File: src/rtl/dma_chan_pkg.sv
package dma_chan_pkg;
  // Register byte offsets; the offsets of the launch-related words are fixed by software
  localparam int OFS_PTR_LO  = 'h00;
  localparam int OFS_PTR_HI  = 'h04;
  localparam int OFS_ATTR    = 'h08;
  localparam int OFS_LEN     = 'h0C;
  localparam int OFS_STAT    = 'h10;
  localparam int OFS_STATCLR = 'h14;
  localparam int OFS_EN      = 'h18;
  localparam int OFS_EN_SET  = 'h1C;
  localparam int OFS_EN_CLR  = 'h20;
  localparam int OFS_CNT     = 'h24;

  // Event bit positions in status and enable
  localparam int EVT_W     = 3;
  localparam int BIT_DONE  = 0;
  localparam int BIT_EOT   = 1;
  localparam int BIT_ERR   = 2;
endpackage

File: src/rtl/dma_chan_regfile.sv
module dma_chan_regfile #(
  parameter int AW      = 8,
  parameter int DW      = 32,
  parameter int LEN_W   = 24,
  parameter bit HAS_EOT = 1'b1
) (
  input  logic             clk,
  input  logic             rst,
  input  logic             wr_en,
  input  logic [AW-1:0]    addr,
  input  logic [DW-1:0]    wdata,
  input  logic             len_accept,
  output logic [2*DW-1:0]  ptr_q,
  output logic             eot_flag_q,
  output logic [LEN_W-1:0] len_q
);
  import dma_chan_pkg::*;

  logic [DW-1:0] lo_q, hi_q;

  always_ff @(posedge clk) begin
    if (rst) begin
      lo_q  <= '0;
      hi_q  <= '0;
      len_q <= '0;
    end else begin
      if (wr_en && addr == AW'(OFS_PTR_LO)) lo_q <= wdata;
      if (wr_en && addr == AW'(OFS_PTR_HI)) hi_q <= wdata;
      if (len_accept) len_q <= wdata[LEN_W-1:0];
    end
  end

  assign ptr_q = {hi_q, lo_q};

  generate
    if (HAS_EOT) begin : g_tx_attr
      logic eot_r;
      always_ff @(posedge clk) begin
        if (rst) eot_r <= 1'b0;
        else if (wr_en && addr == AW'(OFS_ATTR)) eot_r <= wdata[0];
      end
      assign eot_flag_q = eot_r;
    end else begin : g_rx_attr
      assign eot_flag_q = 1'b0;
    end
  endgenerate
endmodule

File: src/rtl/dma_chan_launch.sv
module dma_chan_launch #(
  parameter int DW    = 32,
  parameter int LEN_W = 24
) (
  input  logic             clk,
  input  logic             rst,
  input  logic             len_hit,
  input  logic [LEN_W-1:0] len_wdata,
  input  logic [2*DW-1:0]  ptr,
  input  logic             eot_flag,
  input  logic             done_in,
  input  logic             err_in,
  input  logic [LEN_W-1:0] count_in,
  output logic             accept,
  output logic             busy_q,
  output logic             start_q,
  output logic [2*DW-1:0]  addr_q,
  output logic [LEN_W-1:0] xlen_q,
  output logic             xeot_q,
  output logic [LEN_W-1:0] cnt_q,
  output logic             fin_done,
  output logic             fin_err
);
  assign accept   = len_hit && (len_wdata != '0) && !busy_q;
  assign fin_err  = busy_q && err_in;
  assign fin_done = busy_q && done_in && !err_in;

  always_ff @(posedge clk) begin
    if (rst) begin
      busy_q  <= 1'b0;
      start_q <= 1'b0;
      addr_q  <= '0;
      xlen_q  <= '0;
      xeot_q  <= 1'b0;
      cnt_q   <= '0;
    end else begin
      start_q <= accept;
      if (accept) begin
        busy_q <= 1'b1;
        addr_q <= ptr;
        xlen_q <= len_wdata;
        xeot_q <= eot_flag;
      end else if (fin_err || fin_done) begin
        busy_q <= 1'b0;
      end
      if (fin_done) cnt_q <= count_in;
    end
  end
endmodule

File: src/rtl/dma_chan_irq.sv
module dma_chan_irq #(
  parameter int AW = 8
) (
  input  logic                             clk,
  input  logic                             rst,
  input  logic                             wr_en,
  input  logic [AW-1:0]                    addr,
  input  logic [dma_chan_pkg::EVT_W-1:0]   wbits,
  input  logic                             evt_done,
  input  logic                             evt_eot,
  input  logic                             evt_err,
  output logic [dma_chan_pkg::EVT_W-1:0]   en_q,
  output logic [dma_chan_pkg::EVT_W-1:0]   pend_q,
  output logic                             irq_q
);
  import dma_chan_pkg::*;

  logic [EVT_W-1:0] en_d, pend_d, set_mask, clr_mask;

  always_comb begin
    en_d = en_q;
    if (wr_en) begin
      if (addr == AW'(OFS_EN))     en_d = wbits;
      if (addr == AW'(OFS_EN_SET)) en_d = en_q | wbits;
      if (addr == AW'(OFS_EN_CLR)) en_d = en_q & ~wbits;
    end
  end

  always_comb begin
    set_mask           = '0;
    set_mask[BIT_DONE] = evt_done;
    set_mask[BIT_EOT]  = evt_eot;
    set_mask[BIT_ERR]  = evt_err;
    clr_mask = (wr_en && addr == AW'(OFS_STATCLR)) ? wbits : '0;
    pend_d   = (pend_q & ~clr_mask) | set_mask;
  end

  always_ff @(posedge clk) begin
    if (rst) begin
      en_q   <= '0;
      pend_q <= '0;
      irq_q  <= 1'b0;
    end else begin
      en_q   <= en_d;
      pend_q <= pend_d;
      irq_q  <= |(pend_d & en_d);
    end
  end
endmodule

File: src/rtl/dma_chan_regs.sv
module dma_chan_regs #(
  parameter int AW      = 8,
  parameter int DW      = 32,
  parameter int LEN_W   = 24,
  parameter bit HAS_EOT = 1'b1
) (
  input  logic              clk,
  input  logic              rst,
  input  logic              reg_wr_en,
  input  logic              reg_rd_en,
  input  logic [AW-1:0]     reg_addr,
  input  logic [DW-1:0]     reg_wdata,
  output logic [DW-1:0]     reg_rdata,
  output logic              xfer_start,
  output logic [2*DW-1:0]   xfer_addr,
  output logic [LEN_W-1:0]  xfer_len,
  output logic              xfer_eot,
  input  logic              xfer_done,
  input  logic              xfer_err,
  input  logic [LEN_W-1:0]  xfer_count,
  output logic              irq
);
  import dma_chan_pkg::*;

  localparam int PTR_W = 2 * DW;

  logic [PTR_W-1:0] ptr_q;
  logic             eot_flag_q;
  logic [LEN_W-1:0] len_q, cnt_q;
  logic             len_hit, accept, busy, fin_done, fin_err;
  logic [EVT_W-1:0] irq_en, pend;

  assign len_hit = reg_wr_en && reg_addr == AW'(OFS_LEN);

  dma_chan_regfile #(.AW(AW), .DW(DW), .LEN_W(LEN_W), .HAS_EOT(HAS_EOT)) u_rf (
    .clk(clk), .rst(rst), .wr_en(reg_wr_en), .addr(reg_addr), .wdata(reg_wdata),
    .len_accept(accept), .ptr_q(ptr_q), .eot_flag_q(eot_flag_q), .len_q(len_q)
  );

  dma_chan_launch #(.DW(DW), .LEN_W(LEN_W)) u_launch (
    .clk(clk), .rst(rst), .len_hit(len_hit), .len_wdata(reg_wdata[LEN_W-1:0]),
    .ptr(ptr_q), .eot_flag(eot_flag_q), .done_in(xfer_done), .err_in(xfer_err),
    .count_in(xfer_count), .accept(accept), .busy_q(busy), .start_q(xfer_start),
    .addr_q(xfer_addr), .xlen_q(xfer_len), .xeot_q(xfer_eot), .cnt_q(cnt_q),
    .fin_done(fin_done), .fin_err(fin_err)
  );

  dma_chan_irq #(.AW(AW)) u_irq (
    .clk(clk), .rst(rst), .wr_en(reg_wr_en), .addr(reg_addr),
    .wbits(reg_wdata[EVT_W-1:0]), .evt_done(fin_done),
    .evt_eot(fin_done && xfer_eot), .evt_err(fin_err),
    .en_q(irq_en), .pend_q(pend), .irq_q(irq)
  );

  always_ff @(posedge clk) begin
    if (rst) begin
      reg_rdata <= '0;
    end else if (reg_rd_en) begin
      case (reg_addr)
        AW'(OFS_PTR_LO): reg_rdata <= ptr_q[DW-1:0];
        AW'(OFS_PTR_HI): reg_rdata <= ptr_q[PTR_W-1:DW];
        AW'(OFS_ATTR):   reg_rdata <= DW'(eot_flag_q);
        AW'(OFS_LEN):    reg_rdata <= DW'(len_q);
        AW'(OFS_STAT):   reg_rdata <= DW'(pend);
        AW'(OFS_EN),
        AW'(OFS_EN_SET),
        AW'(OFS_EN_CLR): reg_rdata <= DW'(irq_en);
        AW'(OFS_CNT):    reg_rdata <= DW'(cnt_q);
        default:         reg_rdata <= '0;
      endcase
    end
  end
endmodule

File: config.mk
export PLATFORM = sky130hd
export DESIGN_NAME = dma_chan_regs
export DESIGN_NICKNAME = d
export VERILOG_FILES = /design/src/rtl/dma_chan_pkg.sv /design/src/rtl/dma_chan_regfile.sv /design/src/rtl/dma_chan_launch.sv /design/src/rtl/dma_chan_irq.sv /design/src/rtl/dma_chan_regs.sv
export SDC_FILE = /design/constraint.sdc
export NUM_CORES = 1
export LEC_CHECK = 0
export CAP_MARGIN = 25
export CORE_UTILIZATION = 50
export DETAILED_ROUTE_END_ITERATION = 6
export PLACE_DENSITY = 0.86
export RECOVER_POWER = 100
export SYNTH_ARGS = -nofsm -noshare
export SYNTH_HDL_FRONTEND = slang
export SYNTH_SLANG_ARGS = --single-unit
export TNS_END_PERCENT = 50
File: constraint.sdc
create_clock -name clk -period 2.5 [get_ports clk]
set_input_delay 0.625 -clock clk [delete_from_list [all_inputs] [get_ports clk]]
set_output_delay 0.625 -clock clk [all_outputs]
set_load 0.03 [all_outputs]
# Word level (Yosys, flattened, before mapping)
# Index checks and enable logic that the tools add are counted.
# totals
elab_cells	56
inputBits	70
output_inout_bits	123
reg_bits	219
# op_classes
n_eq_ne	9
reduce_logical	19
mux	8
bitwise	7
# ops
op	n
case mux 32 bit (7 select lines)	1
equality test 8 x 5 -> 1 bit, second input constant	4
nonzero test 24 bit	1
equality test 8 x 4 -> 1 bit, second input constant	2
equality test 8 x 6 -> 1 bit, second input constant	2
two-way mux 3 bit	5
logical AND 1 bit	11
AND 3 bit	3
equality test 8 x 3 -> 1 bit, second input constant	1
logical NOT 8 bit	1
NOT 3 bit	2
bitwise OR 3 bit	2
OR reduction 3 bit	2
logical NOT 1 bit	2
two-way mux 1 bit	2
nonzero test 2 bit	1
logical OR 1 bit	1

# Longest topological paths before layout
# logic_depth
word_depth	8
mapped_depth	9
depth_no_buf	5

# Cells and area by module
# From an unflattened synthesis, not the netlist that was laid out.
# hier_totals
hier_cells	1374
area_unflattened_um2	11931.4
# modules_own_cells
mod	seq_area_each_um2	area_each_um2	cells_per_inst	instances
dma_chan_launch	2302.2	5886.9	771	1
dma_chan_regfile	1781.7	3589.7	330	1
dma_chan_regs	640.6	2034.5	225	1
dma_chan_irq	140.1	420.4	48	1

# Worst setup path after synthesis
# OpenSTA, ideal clock, no wires.
# synth_timing
path_type	in2reg
from	in reg_addr[4]
to	reg u_rf.hi_q[23]
arrival_time_ns	1.996
path_slack_ns	0.372
n_path_buf	3
setup_ns	0.132
required_ns	2.368
cell_stages	8
path_cell_list	buf_2 > or4_1 > clkbuf_1 > nor2_4 > nand2_1 > buf_2 > nand2_1 > a21oi_1
# synth_between
elab_chain_cells	2
# synth_rtl
element	line	rtl
start: declaration	dma_chan_regs.sv:11	input logic [AW-1:0] reg_addr,
equality test 8 x 3 -> 1 bit	dma_chan_regfile.sv:28	if (wr_en && addr == AW'(OFS_PTR_HI)) hi_q <= wdata;
logical AND 1 bit	dma_chan_regfile.sv:28	
end signal: assignment	dma_chan_regfile.sv:28	
end: declaration	dma_chan_regfile.sv:19	logic [DW-1:0] lo_q, hi_q;
# Every way passes these cells.
# A chain may end at the register's enable or synchronous reset.

# Worst setup path in the final report
# layout_timing
from	in reg_addr[2]
to	reg reg_rdata[2]
# layout_between
elab_chain_cells	3
elab_cells_between_ends	11
cone_classes	eq/ne: 8; mux: 1; reduce/logical: 2
# layout_rtl
element	line	rtl
equality test 8 x 6 -> 1 bit or equality test 8 x 5 -> 1 bit (tied branches)	dma_chan_regs.sv:59	case (reg_addr)
OR reduction 3 bit	dma_chan_regs.sv:59	
case mux 32 bit (7 select lines) *	dma_chan_regs.sv:59	
end signal: assignment	dma_chan_regs.sv:60	AW'(OFS_PTR_LO): reg_rdata <= ptr_q[DW-1:0];
end signal: assignment	dma_chan_regs.sv:61	AW'(OFS_PTR_HI): reg_rdata <= ptr_q[PTR_W-1:DW];
end signal: assignment	dma_chan_regs.sv:62	AW'(OFS_ATTR): reg_rdata <= DW'(eot_flag_q);
end: declaration	dma_chan_regs.sv:13	output logic [DW-1:0] reg_rdata,
# Mark *: on every way between the ends. The rest lies on a longest branch, timed or not.

==> results.py <==
metrics = {
    "outcome": {
        "status": "finished, final reports clean",
    },
    "floorplan": {
        "rows": 47,
        "start_util": 0.514,
        "die_x_um": 133,
        "core_um2": 16600,
        "io_pins": 193,
        "dieArea_um2": 17600,
        "dieHeight_um": 133,
    },
    "clock_tree": {
        "cts_tree": "done",
        "cts_buffers": 22,
        "path_clk_slew_ns": 0.06,
        "worstSkewPairLatency_ns": 0.49,
        "htreeDepth": 1,
        "clockRootBuffer": "clkbuf_16",
        "clock-sinks": 219,
        "cts_setup_buffers": 0,
        "cts_max_path_buffers": 3,
    },
    "routing": {
        "wl_mm": 26.3,
        "via_per_inst": 5.70,
        "antenna_left": 0,
        "num_vias": 7998,
        "dr.first_iter.drc_count": 662,
        "drc_errors": 0,
        "first_pass_iters": 5,
        "wl_per_cell_um": 18.8,
    },
    "synthesis": {
        "synth.ff_latch_count": 219,
        "async_reset_ff_frac": 0,
        "synth_top_cell_by_area": "dfxtp_1",
        "synthesis.area_um2": 8550,
        "yosysTopAreaCellShare": 0.513,
        "ys_types": 50,
        "synth_flop_cell": "dfxtp_1",
        "synth_fp_nets": 1023,
        "seq_area_frac_synth": 0.513,
        "syn_inst": 953,
        "synth_edf_count": 0,
        "synth_area_per_cell_um2": 8.97,
        "yosys-top-cells-area": "dfxtp_1, mux2i_1, nand2_1, a21oi_1, a22oi_1",
        "ys_warn_count": 0,
    },
    "critical_path": {
        "worst-r2r-cell-count": 4,
        "crit_slowest_cell": "dlygate4sd3_1",
        "cp.required_ns": 2.86,
        "critPathArrivalTime_ns": 2.82,
        "crit_buf_inv": 2,
        "path_cells": "dlygate4sd3_1, buf_4, mux2_2, a32oi_1, o2bb2ai_1, a221oi_1, o21ai_0",
        "start_kind": "input port",
        "cp-end-kind": "flip-flop",
        "critPathMaxStageDelay_ns": 0.66,
        "reg2reg_to": "u_launch.cnt_q[12]",
        "rr_startpoint": "u_launch.busy_q",
        "critPathKind": "in -> reg",
        "cp_max_fo": 7,
        "r2r_setup_slack_ns": 0.55,
        "crit_family": "compound AO/OA/AOI/OAI gates",
    },
    "global_route": {
        "grt_util_met2": 0.492,
        "antenna_found_initial": 0,
        "grt_pass1_wl_mm": 40.6,
        "grt_util_met3": 0.0437,
        "track_usage": 0.291,
        "top_usage_layer": "met2",
        "grt_pass1_vias": 7741,
        "grt_max_degree": 111,
        "met1_usage": 0.369,
        "gr-total-overflow": 0,
    },
    "place": {
        "io_buffers": 192,
        "dpl.hpwl_mm": 17.7,
        "gp_congestion": 0.916,
    },
    "job": {
        "cap_violations": 0,
    },
    "timing": {
        "finalCriticalPeriod_ns": 2.46,
        "slew_violations": 0,
        "fin_skew_ns": 0.00561,
        "clock.fmax_mhz": 406,
        "slew_headroom": 0.346,
        "hold_viol": 0,
        "setup_viol": 0,
        "tightest_slew_ns": 0.981,
        "rsz0062_at_grt": "no",
        "period_share": 0.986,
        "tns_ns": 0,
    },
    "min_path": {
        "hold_start": "reg_rdata[8]",
        "hold_path_end": "reg_rdata[8]",
        "whs_path_depth": 2,
        "hp-class": "reg -> reg",
    },
    "final_layout": {
        "layout_common_cells": "dfxtp_1, nand2_1, dlygate4sd3_1, a21oi_1, nor2_1",
        "area_delta_synth_final_pct": 38.6,
        "final_util": 0.712,
        "fin_nets": 1238,
        "final_common_cell": "dfxtp_1",
        "final_layout_size_suffix_gt1_frac": 0.104,
    },
    "power": {
        "power_leakage_nw": 5.20,
        "p_per_area_nw_per_um2": 606,
        "max-vdd-ir-drop_v": 0.000442,
    },
}
-- routing by layer --
| layer | vias up | wire, um |
|---|---|---|
| met5 | - | 0 |
| met1 | 3746 | 10600 |
| met2 | 441 | 12500 |
| met4 | 0 | 1040 |
| met3 | 92 | 2260 |
| li1 | 3719 | - |
-- registers in the layout, summed over array words and instances (netlist names), 3 cells and up --
| name | flops |
|---|---|
| u_launch.addr_q | 64 |
| reg_rdata | 32 |
| u_rf.hi_q | 32 |
| u_rf.lo_q | 32 |
| u_launch.cnt_q | 24 |
| u_launch.xlen_q | 24 |
| u_irq.en_q | 3 |
| u_irq.pend_q | 3 |
-- how the worst max path moves through the flow --
stage / end / startpoint / cells past startpoint
after floorplan: u_rf.hi_q[23] / reg_addr[4] / 8
after global placement: reg_rdata[18] / reg_addr[5] / 7
after detailed placement: u_launch.xeot_q / reg_wdata[11] / 8
after CTS: u_launch.addr_q[51] / reg_wdata[11] / 9
after global routing: u_launch.addr_q[51] / reg_wdata[11] / 9
final: reg_rdata[2] / reg_addr[2] / 7
-- tightest hold or removal path, delay by kind of cell, from the launching register on --
kind               cells  cell delay, ns
AOI/OAI and AO/OA      1            0.06
DFF                    1            0.32
and+or+nand+nor        1            0.04
-- Yosys cell counts (2+ instances only) --
| master | count |
|---|---|
| and2_1 | 2 |
| nand2_1 | 207 |
| buf_2 | 18 |
| dfxtp_1 | 219 |
| and3_1 | 3 |
| nor3_1 | 2 |
| nor4_1 | 6 |
| a31oi_1 | 2 |
| inv_1 | 5 |
| mux2i_1 | 91 |
| nand3b_1 | 2 |
| nor4_2 | 2 |
| a22oi_1 | 48 |
| o311a_1 | 2 |
| a22o_1 | 19 |
| nor2_1 | 95 |
| o21ai_0 | 15 |
| mux2_2 | 2 |
| a221oi_1 | 3 |
| o41ai_1 | 3 |
| clkbuf_1 | 45 |
| nor2b_1 | 3 |
| buf_6 | 10 |
| o21ai_1 | 19 |
| a21oi_1 | 101 |
| nand4b_1 | 2 |
| a211o_1 | 2 |
| buf_4 | 3 |
-- cells by family (layout without fill, tap and decap cells) --
kind of cell / count (synthesis) / count (layout) / share of synthesized area
AND/OR/NAND/NOR: 337 / 337 / 0.167
AO/OA/AOI/OAI: 223 / 223 / 0.162
flip-flops: 219 / 219 / 0.513
multiplexers: 93 / 93 / 0.109
buffers and inverters: 81 / 311 / 0.0483
other: 0 / 1 / 0
-- per-stage QoR --
stage	cell area [um2]	cells	setup WS [ns]	power (W)	hold WS [ns]
floorplan	8550	953	0.372	0.00367	0.436
global placement	11100	1364	-0.448	0.00389	0.435
detailed placement	11100	1364	-0.464	0.00389	0.448
CTS	11900	1403	0.0375	0.00720	0.456
global route	11800	1403	0.00543	0.00737	0.474
finish	11800	1404	0.0361	0.00718	0.455
-- where the power goes --
group / total (W) / switching [W] / internal (W)
Combinational: 0.000330 / 0.000171 / 0.000159
Sequential: 0.00349 / 0.00000171 / 0.00349
Clock: 0.00335 / 0.00134 / 0.00202
-- final cells by class --
| type | instances | area [um2] |
|---|---|---|
| tap | 220 | 275 |
| fill | 1191 | 4790 |
| multi-input combinational | 653 | 3770 |
| inverter | 5 | 18.8 |
| timing repair buffer | 267 | 2650 |
| antenna | 1 | 2.50 |
| clock inverter | 5 | 52.6 |
| sequential | 219 | 4380 |
| clock buffer | 34 | 697 |
-- what timing repair did --
action / CTS / global route
gates resized for setup: 0 / 1
endpoints found under the setup margin: 0 / 88
hold buffers: 0 / 0
hold endpoints to repair: 0 / 0
Note: power is estimated with default switching activity, not from simulation.
